<file path="config.mk">
export PLATFORM = sky130hd
export DESIGN_NAME = tri_cmp_sweep
export DESIGN_NICKNAME = d
export VERILOG_FILES = /design/src/rtl/sweep_pkg.sv /design/src/rtl/sweep_rst_sync.sv /design/src/rtl/sweep_tick_div.sv /design/src/rtl/sweep_lane.sv /design/src/rtl/tri_cmp_sweep.sv
export SDC_FILE = /design/constraint.sdc
export NUM_CORES = 1
export LEC_CHECK = 0
export ABC_AREA = 1
export BUFFER_PORTS_ARGS = -buffer_cell sky130_fd_sc_hd__buf_2
export CORE_ASPECT_RATIO = 0.7
export CORE_UTILIZATION = 51
export DETAILED_ROUTE_END_ITERATION = 16
export PLACE_DENSITY = 0.89
export REMOVE_ABC_BUFFERS = 1
export SLEW_MARGIN = 20
export SYNTH_ARGS = -nofsm -noshare
export SYNTH_HDL_FRONTEND = slang
export SYNTH_SLANG_ARGS = --single-unit
export TNS_END_PERCENT = 1
</file>
<file path="constraint.sdc">
create_clock -name clk -period 3.1 [get_ports clk]
set_input_delay 0 -clock clk [delete_from_list [all_inputs] [get_ports clk]]
set_output_delay 0 -clock clk [all_outputs]
set_load 0.1 [all_outputs]
</file>
<file path="src/rtl/sweep_pkg.sv">
`timescale 1ns/1ps
package sweep_pkg;

  typedef enum logic {
    DIR_DOWN = 1'b0,
    DIR_UP   = 1'b1
  } sweep_dir_e;

  localparam int unsigned LANE_A    = 0;
  localparam int unsigned LANE_B    = 1;
  localparam int unsigned NUM_LANES = 2;

endpackage

</file>
<file path="src/rtl/sweep_rst_sync.sv">
`timescale 1ns/1ps
module sweep_rst_sync #(
  parameter int unsigned STAGES = 2
) (
  input  logic clk,
  input  logic rst_n,
  output logic rst_sync_n
);

  logic [STAGES-1:0] sync_q;

  always_ff @(posedge clk or negedge rst_n) begin
    if (!rst_n) begin
      sync_q <= '0;
    end else begin
      sync_q <= {sync_q[STAGES-2:0], 1'b1};
    end
  end

  assign rst_sync_n = sync_q[STAGES-1];

endmodule

</file>
<file path="src/rtl/sweep_tick_div.sv">
`timescale 1ns/1ps
module sweep_tick_div #(
  parameter int unsigned DIV = 11
) (
  input  logic clk,
  input  logic rst_n,
  input  logic clear_i,
  input  logic tick_i,
  output logic step_o
);

  localparam int unsigned CNT_W = $clog2(DIV);
  localparam logic [CNT_W-1:0] LAST = CNT_W'(DIV - 1);

  logic [CNT_W-1:0] cnt_q;
  logic [CNT_W-1:0] cnt_d;
  logic             cnt_en;
  logic             at_last;

  assign at_last = (cnt_q == LAST);

  // Next-state: a clear dominates, otherwise each tick advances or wraps.
  always_comb begin
    cnt_en = clear_i | tick_i;
    cnt_d  = cnt_q;
    if (clear_i) begin
      cnt_d = '0;
    end else if (tick_i) begin
      cnt_d = at_last ? '0 : cnt_q + CNT_W'(1);
    end
  end

  always_ff @(posedge clk or negedge rst_n) begin
    if (!rst_n) begin
      cnt_q <= '0;
    end else if (cnt_en) begin
      cnt_q <= cnt_d;
    end
  end

  assign step_o = tick_i & ~clear_i & at_last;

endmodule

</file>
<file path="src/rtl/sweep_lane.sv">
`timescale 1ns/1ps
module sweep_lane
  import sweep_pkg::*;
#(
  parameter int unsigned W = 16
) (
  input  logic         clk,
  input  logic         rst_n,
  input  logic         load_i,
  input  logic         step_i,
  input  logic [W-1:0] lo_i,
  input  logic [W-1:0] hi_i,
  input  logic [W-1:0] init_i,
  input  logic         up_i,
  output logic [W-1:0] val_o
);

  localparam logic [W-1:0] ONE = W'(1);

  logic [W-1:0] lo_q, hi_q, val_q;
  logic [W-1:0] lo_d, hi_d, val_d;
  sweep_dir_e   dir_q, dir_d;
  logic         lane_en;

  always_comb begin
    lane_en = load_i | step_i;
    lo_d    = lo_q;
    hi_d    = hi_q;
    val_d   = val_q;
    dir_d   = dir_q;
    if (load_i) begin
      lo_d  = lo_i;
      hi_d  = hi_i;
      val_d = init_i;
      dir_d = up_i ? DIR_UP : DIR_DOWN;
    end else if (step_i) begin
      if (dir_q == DIR_UP) begin
        // Upward: climb while under the ceiling, else turn and fall now.
        if (val_q < hi_q) begin
          val_d = val_q + ONE;
        end else begin
          dir_d = DIR_DOWN;
          val_d = val_q - ONE;
        end
      end else begin
        // Downward: only an exact hit on the floor turns the lane around.
        if (val_q == lo_q) begin
          dir_d = DIR_UP;
          val_d = val_q + ONE;
        end else begin
          val_d = val_q - ONE;
        end
      end
    end
  end

  always_ff @(posedge clk or negedge rst_n) begin
    if (!rst_n) begin
      lo_q  <= '0;
      hi_q  <= '0;
      val_q <= '0;
      dir_q <= DIR_UP;
    end else if (lane_en) begin
      lo_q  <= lo_d;
      hi_q  <= hi_d;
      val_q <= val_d;
      dir_q <= dir_d;
    end
  end

  assign val_o = val_q;

endmodule

</file>
<file path="src/rtl/tri_cmp_sweep.sv">
`timescale 1ns/1ps
module tri_cmp_sweep
  import sweep_pkg::*;
#(
  parameter int unsigned W        = 16,
  parameter int unsigned TICK_DIV = 11
) (
  input  logic         clk,
  input  logic         rst_n,
  input  logic         tick_i,
  input  logic         load_i,
  input  logic [W-1:0] a_lo_i,
  input  logic [W-1:0] a_hi_i,
  input  logic [W-1:0] a_init_i,
  input  logic         a_up_i,
  input  logic [W-1:0] b_lo_i,
  input  logic [W-1:0] b_hi_i,
  input  logic [W-1:0] b_init_i,
  input  logic         b_up_i,
  output logic [W-1:0] cmp_a_o,
  output logic [W-1:0] cmp_b_o,
  output logic         upd_o
);

  logic rst_core_n;
  logic step;
  logic upd_d, upd_q;

  logic [W-1:0] lo_arr   [NUM_LANES];
  logic [W-1:0] hi_arr   [NUM_LANES];
  logic [W-1:0] init_arr [NUM_LANES];
  logic [W-1:0] val_arr  [NUM_LANES];
  logic         up_arr   [NUM_LANES];

  sweep_rst_sync #(.STAGES(2)) u_rst_sync (
    .clk        (clk),
    .rst_n      (rst_n),
    .rst_sync_n (rst_core_n)
  );

  sweep_tick_div #(.DIV(TICK_DIV)) u_tick_div (
    .clk     (clk),
    .rst_n   (rst_core_n),
    .clear_i (load_i),
    .tick_i  (tick_i),
    .step_o  (step)
  );

  assign lo_arr[LANE_A]   = a_lo_i;
  assign hi_arr[LANE_A]   = a_hi_i;
  assign init_arr[LANE_A] = a_init_i;
  assign up_arr[LANE_A]   = a_up_i;
  assign lo_arr[LANE_B]   = b_lo_i;
  assign hi_arr[LANE_B]   = b_hi_i;
  assign init_arr[LANE_B] = b_init_i;
  assign up_arr[LANE_B]   = b_up_i;

  for (genvar g = 0; g < NUM_LANES; g++) begin : g_lane
    sweep_lane #(.W(W)) u_lane (
      .clk    (clk),
      .rst_n  (rst_core_n),
      .load_i (load_i),
      .step_i (step),
      .lo_i   (lo_arr[g]),
      .hi_i   (hi_arr[g]),
      .init_i (init_arr[g]),
      .up_i   (up_arr[g]),
      .val_o  (val_arr[g])
    );
  end

  assign upd_d = load_i | step;

  always_ff @(posedge clk or negedge rst_core_n) begin
    if (!rst_core_n) begin
      upd_q <= 1'b0;
    end else begin
      upd_q <= upd_d;
    end
  end

  assign cmp_a_o = val_arr[LANE_A];
  assign cmp_b_o = val_arr[LANE_B];
  assign upd_o   = upd_q;

endmodule

</file>
---- Word-level counts from Yosys, hierarchy flattened ----
Cells that the tools add are included.
cells by class
  add/sub/neg operators ................... 5
  multipliers ............................. 0
  div/mod/pow operators ................... 0
  $lt $le $gt $ge ......................... 2
  equal/unequal tests ..................... 3
  shifts and indexed selects .............. 0
  muxes and demuxes ....................... 25
  bitwise gates (word level) .............. 5
  reduce and logical (&&, ||, !) cells .... 5
operator list
  operator                                            number
  2-to-1 mux 16 bit                                   10
  adder 16 x 1 -> 16 bit, second input constant       2
  == test 16 bit                                      2
  less-than comparator 16 bit                         2
  subtractor 16 x 1 -> 16 bit, second input constant  2
  2-to-1 mux 1 bit                                    12
  2-to-1 mux 4 bit                                    3
  AND reduction 2 bit                                 3
  adder 4 x 1 -> 4 bit, second input constant         1
  == test 4 bit, second input constant                1
  nonzero test 2 bit                                  2
  AND 1 bit                                           2
  bitwise OR 1 bit                                    2
  inverter 1 bit                                      1
storage, ports and cells
  register bits ........................... 105
  bits in latches ......................... 0
  RAM bits ................................ 0
  bits in read-only memories .............. 0
  bits of input ports ..................... 102
  output and inout bits ................... 33
  memories ................................ 0

---- Depth between registers and ports, before layout ----
  depth after elaboration ................. 5
  mapped depth ............................ 16
  gate-level depth less buffers ........... 16

---- By module ----
Synthesis repeated with hierarchy kept, for this count alone.
second synthesis, totals
  cell total of the unflattened synthesis .. 1001
  area, all modules ....................... 7035.5 µm²
modules (own cells, without submodules)
  module          times used  cells each  area each (µm²)  seq. area each (µm²)
  sweep_lane      2           481         3353.2           1227.4
  sweep_tick_div  1           32          239.0            100.1
  sweep_rst_sync  1           3           53.8             50.0
  tri_cmp_sweep   1           4           36.3             25.0

---- Worst setup path before layout ----
Ideal clock, no wire load.
  kind .................................... reg-to-reg
  start point ............................. register g_lane[0].u_lane.val_q[1]
  end point ............................... register g_lane[0].u_lane.val_q[12]
  arrival time ............................ 2.336 ns
  required time ........................... 2.984 ns
  slack ................................... 0.648 ns
  cell stages (with the launch flop) ...... 12
  path buffers ............................ 0
  clock period less this slack ............ 2.452 ns
  cells stage by stage .................... dfrtp_1 ha_1 nand2_1 nor2_1 nand3_1 nor2_1 nand2_1 xor2_1 nand2_1 nand3_1 nand2_1 nand2_1
on the way
  longest elaborated chain between the ends .. 5
  elaborated cells between the ends (all ways) .. 9
ends and longest elaborated chain
  element                                              RTL line                            RTL
  start, declared                                      sweep_lane.sv:20                    logic [W-1:0] lo_q, hi_q, val_q;
  start signal, assigned                               sweep_lane.sv:66                    val_q <= val_d;
  subtractor 16 x 1 -> 16 bit (tied with other cells)  sweep_lane.sv:43, sweep_lane.sv:51
  2-to-1 mux 16 bit, on equally long branches          sweep_lane.sv:47, sweep_lane.sv:39
  2-to-1 mux 16 bit (*)                                sweep_lane.sv:37                    if (dir_q == DIR_UP) begin
  2-to-1 mux 16 bit (*)                                sweep_lane.sv:36                    end else if (step_i) begin
  2-to-1 mux 16 bit (*)                                sweep_lane.sv:31                    if (load_i) begin
Every way passes the cells marked *; elsewhere a longest branch is shown, timed or not. The select of a mux whose other input is x is not followed.
A chain may end at the register's enable or synchronous reset.

---- Final worst setup path ----
  start point ............................. register g_lane[0].u_lane.val_q[7]
  end point ............................... register g_lane[0].u_lane.val_q[7]
The elaborated chain is that of the path after synthesis.

==> flow_metrics.py <==
metrics = {
    "run_status": {
        "outcome": "complete, no violations",
    },
    "finish": {
        "drive_gt1_share_pct": 15.2,
        "antenna_cells": 0,
        "final_nets": 1368,
        "nFillCells": 1192,
        "syn2layout_area_growth_pct": 25.7,
    },
    "setup_path": {
        "reg2reg_from": "g_lane[0].u_lane.val_o[7]$_DFFE_PN0P_",
        "r2r-end": "g_lane[0].u_lane.val_o[7]$_DFFE_PN0P_",
        "crit_top_cell": "nand2_1",
        "worst-path-buf-inv": 0,
        "crit_chain": "ha_1 -> nand2_1 -> nor2_1 -> nor3_1 -> nand2_1 -> nand2_1 -> nand2_2 -> nand2_4 -> nor2_1 -> nand2_1 -> nand3_1 -> nand2_1",
        "path_max_fanout": 17,
        "cp.depth": 12,
        "cpPeakStageDelay_ns": 0.58,
        "critical_path_class": "flip-flop to flip-flop",
        "critPathSlowestCell": "dfrtp_1",
        "arrival_ns": 2.64,
        "critical-path-top-delay-family": "simple AND/OR/NAND/NOR gates",
        "cp-endpoint": "g_lane[0].u_lane.val_o[7]$_DFFE_PN0P_",
        "crit_path_start_kind": "flip-flop",
        "worst-endpoint-required_ns": 3.35,
        "cp-end-kind": "flip-flop",
        "startpoint": "g_lane[0].u_lane.val_o[7]$_DFFE_PN0P_",
        "worstRegToRegCells": 12,
        "reg2reg_slack_ns": 0.71,
    },
    "clocking": {
        "cts_resized": 0,
        "cts_made_buffers": 9,
        "cts.clk_slew.worst_paths_ns": 0.07,
        "cts_tree": "done",
        "clock_path_buffers": 2,
        "clock-sinks": 105,
        "cts_setup_buffers": 0,
        "hold_buffers": 82,
        "h-tree-depth": 3,
        "clk_latency_ns": 0.36,
        "cts_root_buf": "clkbuf_16",
    },
    "logic_synthesis": {
        "synth_area_leaders": "dfrtp_1 36%, nand2_1 18%, nor2_1 6.7%",
        "syn_inst": 1046,
        "yosysMostFrequentCell": "nand2_1",
        "synth-main-ff-cell": "dfrtp_1",
        "synth_top_family_by_area": "simple AND/OR/NAND/NOR gates",
        "netlist_area_um2": 7240,
        "synth_commonest_cells": "349 x nand2_1, 130 x nor2_1, 103 x dfrtp_1",
        "synth_edf_count": 0,
        "synth_warnings": 0,
        "ys_seq_elements": 105,
        "synth_cell_types": 39,
        "synth_compound_gate_area_share_pct": 7.00,
        "ys_seq_area_share_pct": 36.3,
        "avgSynthCellArea_um2": 6.92,
        "synth_area_leader_cell": "dfrtp_1",
        "muxShareOfSynthArea_pct": 0,
        "synth-simple-area-share_pct": 34.0,
        "synth_xor_area_share_pct": 7.26,
        "netlist.area_leader.share_pct": 35.6,
        "synth_fa_ha_area_share_pct": 6.22,
        "synthArstFlopShare_pct": 100,
    },
    "placement": {
        "dp_hpwl_mm": 13.5,
        "place_worst_setup_slack_ns": 0.733,
        "gp_congestion": 0.971,
        "port_buffers": 134,
    },
    "job": {
        "max_cap_viol_count": 0,
    },
    "global_route": {
        "antenna_found_initial": 0,
        "grt_max_degree": 86,
        "gr-usage-all-layers_pct": 29.1,
        "grt_pass1_vias": 7089,
        "overflow": 0,
        "grt_pass1_wl_mm": 33.4,
    },
    "min_path": {
        "hp-class": "primary input to flip-flop",
        "hold_depth": 5,
    },
    "floorplanning": {
        "core_um2": 13900,
        "pin_count": 135,
        "initial_core_util_pct": 52.2,
        "rows": 36,
        "die-area_um2": 14700,
        "die_w_um": 144,
        "die_y_um": 102,
    },
    "timing": {
        "fin_skew_ns": 0.0103,
        "worst_slew_pin_slew_ns": 0.947,
        "finalWorstPathRequiredPeriod_ns": 2.39,
        "grt_setup_unrepaired": "false",
        "final_max_slew_viol_count": 0,
        "fmax_ghz": 0.419,
        "hold_viol_final": 0,
        "slew_headroom_pct": 36.8,
        "timing.final.ws_setup_ns": 0.714,
        "setup_viol": 0,
        "fin_crit_sh_pct": 77.0,
    },
    "route": {
        "initialDrtViolationCount": 604,
        "final_antenna_net_count": 0,
        "drc": 0,
        "via_count": 7306,
        "drtPass1Iterations": 5,
        "viasPerCell": 5.13,
        "routedWlPerCell_um": 14.2,
        "wl_mm": 20.3,
    },
    "pwr": {
        "ir_drop_mv": 0.500,
        "p_per_area_nw_per_um2": 592,
        "power.leakage_uw": 0.00476,
        "finalPower_uw": 5390,
    },
}
[flip-flops by register name, summed over array words and instances, names as in the netlist]
| name | count |
|---|---|
| g_lane.u_lane.hi_q | 32 |
| g_lane.u_lane.val_o | 32 |
| u_rst_sync.sync_q | 2 |
| g_lane.u_lane.lo_q | 32 |
| upd_o | 1 |
| g_lane.u_lane.dir_q | 2 |
| u_tick_div.cnt_q | 4 |
[through the flow]
| step | util [%] | cells | hold WS, ns | instance area [µm²] | setup TNS, ns |
|---|---|---|---|---|---|
| final | 65.6 | 1425 | 0.000177 | 9090 | 0 |
| after global routing | 65.6 | 1425 | 0.0185 | 9090 | 0 |
| after CTS | 65.4 | 1424 | 0.00139 | 9070 | 0 |
| after detailed placement | 57.3 | 1326 | -0.214 | 7950 | 0 |
| after global placement | 57.3 | 1326 | -0.214 | 7950 | 0 |
| after floorplan | - | 994 | -0.296 | 6960 | -3.84 |
[routing by layer]
| metal | GRT usage (%) | wire, µm |
|---|---|---|
| met1 | 38.2 | 9000 |
| met2 | 49.5 | 9500 |
| met3 | 4.92 | 1480 |
| met4 | 8.26 | 288 |
| met5 | 0 | 0 |
[where the power goes]
part / internal [µW] / total (µW) / switching (µW)
clock: 635 / 1160 / 528
sequential: 1550 / 1880 / 330
combinational: 693 / 2350 / 1650
[worst register-to-register path, cell delays in order (launching register included)]
cell and delay [ns]:
dfrtp_1 0.58, ha_1 0.40, nand2_1 0.06, nor2_1 0.10, nor3_1 0.05, nand2_1 0.08
nand2_1 0.07, nand2_2 0.22, nand2_4 0.20, nor2_1 0.27, nand2_1 0.10, nand3_1 0.09
nand2_1 0.05
[area by class of cell]
cell class              instances  area [µm²]  share of cell area (%)
multi-input cells             786        3950                    43.4
flip-flops and latches        105        2630                    29.0
repair buffers                225        1590                    17.4
inverters                     103         387                    4.25
clock buffers                  13         280                    3.08
well taps                     190         238                    2.61
clock inverters                 3        22.5                   0.248
[cell families after synthesis]
kind of cell / after synthesis
simple gates: 593
buf+inv: 155
flops: 105
compound gates: 96
xor+xnor: 60
fa+ha+maj: 36
other cells: 1
[layout by cell type, fill, tap and decap left out, types with 6 or more instances in the layout]
| master | netlist | routed |
|---|---|---|
| a21oi_1 | 10 | 10 |
| buf_2 | 14 | 133 |
| buf_4 | 8 | 8 |
| clkbuf_16 | 0 | 9 |
| dfrtp_1 | 103 | 102 |
| dlygate4sd3_1 | 0 | 82 |
| ha_1 | 36 | 36 |
| inv_1 | 92 | 92 |
| inv_2 | 10 | 10 |
| nand2_1 | 349 | 349 |
| nand3_1 | 73 | 73 |
| nand4_1 | 9 | 9 |
| nor2_1 | 130 | 130 |
| nor3_1 | 11 | 11 |
| o21ai_0 | 67 | 67 |
| o21ai_1 | 7 | 7 |
| xnor2_1 | 6 | 6 |
| xor2_1 | 54 | 54 |
[how the worst min path moves through the flow]
stage,start,end,slack (ns)
finish,a_init_i[9],g_lane[0].u_lane.val_o[9]$_DFFE_PN0P_,0.0002
global route,a_init_i[14],g_lane[0].u_lane.val_o[14]$_DFFE_PN0P_,0.02
CTS,a_init_i[10],g_lane[0].u_lane.val_o[10]$_DFFE_PN0P_,0.001
detailed placement,rst_n,u_rst_sync.sync_q[0]$_DFF_PN0_,-0.21
global placement,rst_n,u_rst_sync.sync_q[0]$_DFF_PN0_,-0.21
floorplan,rst_n,u_rst_sync.sync_q[0]$_DFF_PN0_,-0.30
(Power assumes the default switching activity.)
